`src/rtl/fd_shade_section.sv`:
```
module fd_shade_section #(
  parameter int IDX_W    = 10,
  parameter int I_W      = 28,
  parameter int D_W      = 18,
  parameter int PIX_W    = 8,
  parameter int PE_N     = 5,
  parameter int SEC_BASE = 500
) (
  input  logic                    clk,
  input  logic                    rst_n,
  input  logic                    in_valid,
  input  logic [IDX_W-1:0]        in_a,
  input  logic [IDX_W-1:0]        in_b,
  input  logic [I_W-1:0]          in_i,
  input  logic [D_W-1:0]          in_di,
  input  logic [D_W-1:0]          in_ddi,
  input  logic [1:0]              in_order,
  output logic                    out_valid,
  output logic [I_W-1:0]          out_i,
  output logic [D_W-1:0]          out_di,
  output logic [D_W-1:0]          out_ddi,
  output logic [PE_N*PIX_W-1:0]   pix
);
  localparam int SH    = I_W - D_W;
  localparam int POS_W = (PE_N > 1) ? $clog2(PE_N) : 1;
  localparam int CMP_W = IDX_W + 2;
  localparam logic [CMP_W-1:0] LO = CMP_W'(SEC_BASE);
  localparam logic [CMP_W-1:0] HI = CMP_W'(SEC_BASE + PE_N - 1);

  logic [D_W-1:0] di0, ddi0;
  assign di0  = (in_order == 2'd0) ? '0 : in_di;
  assign ddi0 = (in_order[1] == 1'b0) ? '0 : in_ddi;

  logic [I_W-1:0] ci [PE_N+1];
  logic [D_W-1:0] cd [PE_N+1];
  assign ci[0] = in_i;
  assign cd[0] = di0;

  for (genvar k = 0; k < PE_N; k++) begin : g_pe
    assign ci[k+1] = ci[k] + {cd[k], {SH{1'b0}}};
    assign cd[k+1] = cd[k] + ddi0;
  end

  logic [CMP_W:0] a_lo, a_hi, b_lo, b_hi;
  assign a_lo = {1'b0, CMP_W'(in_a)} - {1'b0, LO};
  assign a_hi = {1'b0, HI} - {1'b0, CMP_W'(in_a)};
  assign b_lo = {1'b0, CMP_W'(in_b)} - {1'b0, LO};
  assign b_hi = {1'b0, HI} - {1'b0, CMP_W'(in_b)};

  logic sec_hit;
  logic [POS_W-1:0] a_off, b_off;
  assign sec_hit = !a_hi[CMP_W] && !b_lo[CMP_W];
  assign a_off   = a_lo[CMP_W] ? '0 : a_lo[POS_W-1:0];
  assign b_off   = b_hi[CMP_W] ? POS_W'(PE_N - 1) : b_lo[POS_W-1:0];

  logic [PE_N-1:0] member;
  always_comb begin
    for (int k = 0; k < PE_N; k++)
      member[k] = sec_hit && (POS_W'(k) >= a_off) && (POS_W'(k) <= b_off);
  end

  always_ff @(posedge clk or negedge rst_n) begin
    if (!rst_n) begin
      pix <= '0;
    end else if (in_valid) begin
      for (int k = 0; k < PE_N; k++)
        if (member[k]) pix[k*PIX_W +: PIX_W] <= ci[k][I_W-1 -: PIX_W];
    end
  end

  always_ff @(posedge clk or negedge rst_n) begin
    if (!rst_n) begin
      out_valid <= 1'b0;
      out_i     <= '0;
      out_di    <= '0;
      out_ddi   <= '0;
    end else begin
      out_valid <= in_valid;
      if (in_valid) begin
        out_i   <= ci[PE_N];
        out_di  <= cd[PE_N];
        out_ddi <= ddi0;
      end
    end
  end

  AST_VALID_FOLLOWS: assert property (@(posedge clk) disable iff (!rst_n)
    in_valid |=> out_valid);
  AST_IDLE_FREEZE: assert property (@(posedge clk) disable iff (!rst_n)
    !in_valid |=> (!out_valid && $stable(pix) && $stable(out_i) && $stable(out_di)));
  AST_EMPTY_SPAN: assert property (@(posedge clk) disable iff (!rst_n)
    (in_valid && in_a > in_b) |=> $stable(pix));
  AST_FLAT_ORDER: assert property (@(posedge clk) disable iff (!rst_n)
    (in_valid && in_order == 2'd0) |=> (out_i == $past(in_i) && out_di == '0 && out_ddi == '0));
  AST_LINEAR_ORDER: assert property (@(posedge clk) disable iff (!rst_n)
    (in_valid && in_order == 2'd1) |=> (out_di == $past(in_di) && out_ddi == '0));
  AST_DI_CLOSED_FORM: assert property (@(posedge clk) disable iff (!rst_n)
    (in_valid && in_order[1]) |=>
      (out_di == D_W'($past(in_di) + D_W'(PE_N) * $past(in_ddi)) && out_ddi == $past(in_ddi)));
endmodule

```
`config.mk`:
```
export PLATFORM = sky130hd
export DESIGN_NAME = fd_shade_section
export DESIGN_NICKNAME = d
export VERILOG_FILES = /design/src/rtl/fd_shade_section.sv
export SDC_FILE = /design/constraint.sdc
export NUM_CORES = 1
export LEC_CHECK = 0
export ABC_CLOCK_PERIOD_IN_PS = 900
export BUFFER_PORTS_ARGS = -buffer_cell sky130_fd_sc_hd__buf_2
export CORE_UTILIZATION = 35
export CTS_CLUSTER_DIAMETER = 150
export DETAILED_ROUTE_END_ITERATION = 8
export HOLD_SLACK_MARGIN = 0.15
export PLACE_DENSITY = 0.52
export SYNTH_ARGS = -nofsm -noshare
export SYNTH_HDL_FRONTEND = slang
export SYNTH_SLANG_ARGS = --single-unit
```
`constraint.sdc`:
```
create_clock -name clk -period 0.9 [get_ports clk]
set_input_delay 0 -clock clk [delete_from_list [all_inputs] [get_ports clk]]
set_output_delay 0 -clock clk [all_outputs]
set_load 0.05 [all_outputs]
```
==> flow_summary_export.csv <==
group,metric,value,unit
detailed_routing,dr.pass1.iters,4,
setup_path,crit_slowest_cell,"or4_4",
logic_synthesis,yosysSeqAreaShare,23.1,%
logic_synthesis,ys.flop_type,"dfrtp_1",
clock_network,clk_transition_reported_paths,0.07,ns
detailed_routing,routedWlPerCell,15.8,um
logic_synthesis,ys_types,79,
clock_network,clock_latency,0.38,ns
status,status,"complete, but fails checks",
worst_hold_path,min_path_type,"input port to asynchronous set/reset pin",
timing,tns,-260.10,ns
timing,finalMaxSlewViolations,0,
logic_synthesis,mappedNetlistNets,1532,
status,failed_checks,"negative setup slack",
logic_synthesis,syn_area_per_cell,8.98,sq um
clock_network,htree_levels,3,
setup_path,cp_max_fo,4,
detailed_routing,ant_nets,0,
grt,grt_max_degree,62,
finish,diodes,0,
logic_synthesis,syn_area,0.0114,sq mm
finish,finalNetCount,2256,
setup_path,max_stage_delay,0.44,ns
timing,setup_viol,181,
timing,max_freq,155,MHz
grt,grt_usage,22.4,%
flow_run,max_cap_viol_count,0,
floorplan,io-pin-count,194,
floorplan,die_y,182,um
floorplan,die-width,182,um
timing,finClkSkew,0,ns
clock_network,tritoncts,"built",
setup_path,startpoint_type,"input port",
finish,design_area,0.0211,sq mm
timing,fin_crit_sh,715,%
floorplan,start_util,35.8,%
timing,rsz0062_at_grt,"yes",
detailed_routing,routed_wl,38500,um
grt,grt_pass1_wl,59600,um
finish,syn2layout_area_growth,85.6,%
setup_path,worst_ep_required_time,1.21,ns
placement,portBuffers,193,
detailed_routing,viasPerCell,5.00,
setup_path,path_class,"input port to flip-flop",
grt,antenna_found_initial,0,
timing,tightest_slew,0.773,ns
logic_synthesis,synth_warnings,0,
logic_synthesis,async_reset_ff_share,100,%
floorplan,core,0.0318,sq mm
grt,grt-ovfl-total,0,
detailed_routing,drc_errors,0,
clock_network,root_buffer,"clkbuf_16",
placement,hpwl,29700,um
placement,place_congestion,0.859,
setup_path,critPathArrivalTime,6.74,ns
timing,fin_crit,6.44,ns
floorplan,rows,65,
grt,grt_pass1_vias,12200,
clock_network,cts_buffers,9,
setup_path,endpoint_kind,"flip-flop",
clock_network,cts_hold_buf,19,
detailed_routing,vias,12200,
placement,placed_area,0.0169,sq mm
logic_synthesis,synth_edf_count,0,
floorplan,dieArea,0.0332,sq mm
finish,fillCellCount,2525,
timing,finalHoldViolCount,0,
detailed_routing,drt_iter0_markers,322,
logic_synthesis,ys_ff_latch,105,
finish,drive_gt1_share,63.7,%
timing,slew_headroom,48.4,%
timing,layout_setup_ws,-5.54,ns
clock_network,clk_path_buf_depth,2,
logic_synthesis,synth_cells,1268,
setup_path,r2r_cells,1,
clock_network,clkSinkCount,105,
[what timing repair did]
action	in CTS	in global routing
buffers inserted	55	42
pin swaps	141	145
endpoints found under the setup margin	181	208
hold endpoints to repair	126	11
gates resized for setup	330	282
gates cloned	0	0
[path summary, 6_finish.rpt]
check | from | to | slack (ns)
max in group asynchronous | rst_n | pix[13]$_DFFE_PN0P_ | 0.39
min reg2reg | out_di[10]$_DFFE_PN0P_ | out_di[10]$_DFFE_PN0P_ | 0.48
min in group clk | in_i[10] | out_i[10]$_DFFE_PN0P_ | 0.04
max | in_order[1] | out_i[26]$_DFFE_PN0P_ | -5.54
min | rst_n | out_di[13]$_DFFE_PN0P_ | 0.04
max reg2reg | out_i[25]$_DFFE_PN0P_ | out_i[25]$_DFFE_PN0P_ | 0.06
[area by class of cell]
| type | instances | area [sq um] | area share (%) |
|---|---|---|---|
| Multi-Input combinational cell | 1080 | 11600 | 55.1 |
| Timing Repair Buffer | 736 | 5710 | 27.0 |
| Sequential cell | 105 | 2660 | 12.6 |
| Tap cell | 435 | 544 | 2.58 |
| Inverter | 60 | 230 | 1.09 |
| Clock buffer | 10 | 229 | 1.08 |
| Clock inverter | 6 | 115 | 0.545 |
[metal layers]
layer / track usage (%) / part of all wire [%] / wire length, um / vias to the layer above
met5: 0 / 0 / 0 / -
met4: 5.01 / 1.8 / 675 / 0
met3: 2.77 / 2.5 / 964 / 42
met2: 40.8 / 51 / 19700 / 186
met1: 28.1 / 44 / 17100 / 5835
li1: - / - / - / 6089
[worst max-delay path, delay by kind of cell]
kind / cells / cell delay [ns]
XOR/XNOR: 4 / 0.60
AND/OR/NAND/NOR: 10 / 2.45
adder cells (fa/ha/maj): 5 / 1.16
buffers and inverters: 2 / 0.14
AO/OA/AOI/OAI: 12 / 2.36
[stage by stage]
| step | std cells | hold slack [ns] | setup slack [ns] | util, % |
|---|---|---|---|---|
| after floorplan | 1268 | -0.296 | -5.60 | - |
| after global placement | 2326 | -0.108 | -5.98 | 53.1 |
| after detailed placement | 2326 | -0.110 | -6.13 | 53.1 |
| after CTS | 2400 | 0.0229 | -5.43 | 61.1 |
| after global routing | 2432 | 0.0496 | -5.79 | 66.5 |
| final | 2432 | 0.0427 | -5.54 | 66.5 |
[flip-flops by register name (all words and copies together), names as in the netlist]
register	cells
out_valid	1
out_ddi	18
pix	40
out_i	28
out_di	18
[cells in the final DEF, fill, tap and decap left out, types with 20 or more instances in the layout]
cell type,n
nand2_1,65
o21ai_0,22
ha_1,91
mux2_2,58
xor2_1,20
inv_1,51
xnor2_2,46
a21oi_1,46
a21oi_2,60
a21o_1,40
ha_4,68
dfrtp_1,77
and2_1,30
xnor2_1,39
o21ai_2,30
buf_6,110
buf_4,467
nor2_1,52
mux2_4,25
dfrtp_2,28
buf_2,135
[logic make-up (layout without fill, tap and decap cells)]
| kind of cell | Yosys count | after routing | share of synthesized area (%) |
|---|---|---|---|
| AOI/OAI and AO/OA | 381 | 381 | 21.7 |
| and+or+nand+nor | 296 | 296 | 12.9 |
| adders and majority gates | 175 | 175 | 19.8 |
| xor gates and xnor gates | 143 | 143 | 11.3 |
| DFF | 105 | 105 | 23.1 |
| muxes | 85 | 85 | 8.42 |
| buffers and inverters | 83 | 812 | 2.82 |
[synth_stat cells, types with 16 or more instances]
cell | number | area, sq um
o21ai_0 | 72 | 360
o21a_1 | 20 | 150
o21bai_1 | 20 | 150
and2_1 | 35 | 219
a21oi_1 | 119 | 596
nor2_1 | 74 | 278
clkbuf_1 | 19 | 71.3
nand2_1 | 76 | 285
inv_1 | 60 | 225
nand3_1 | 22 | 110
ha_1 | 167 | 2090
mux2_2 | 82 | 923
xnor2_1 | 98 | 858
a21o_1 | 40 | 300
nor2b_1 | 16 | 100
xor2_1 | 42 | 368
dfrtp_1 | 105 | 2630
Power is left out: the tool's default activity adds up to more than one toggle a clock period on the data nets, which glitch-free logic cannot reach.
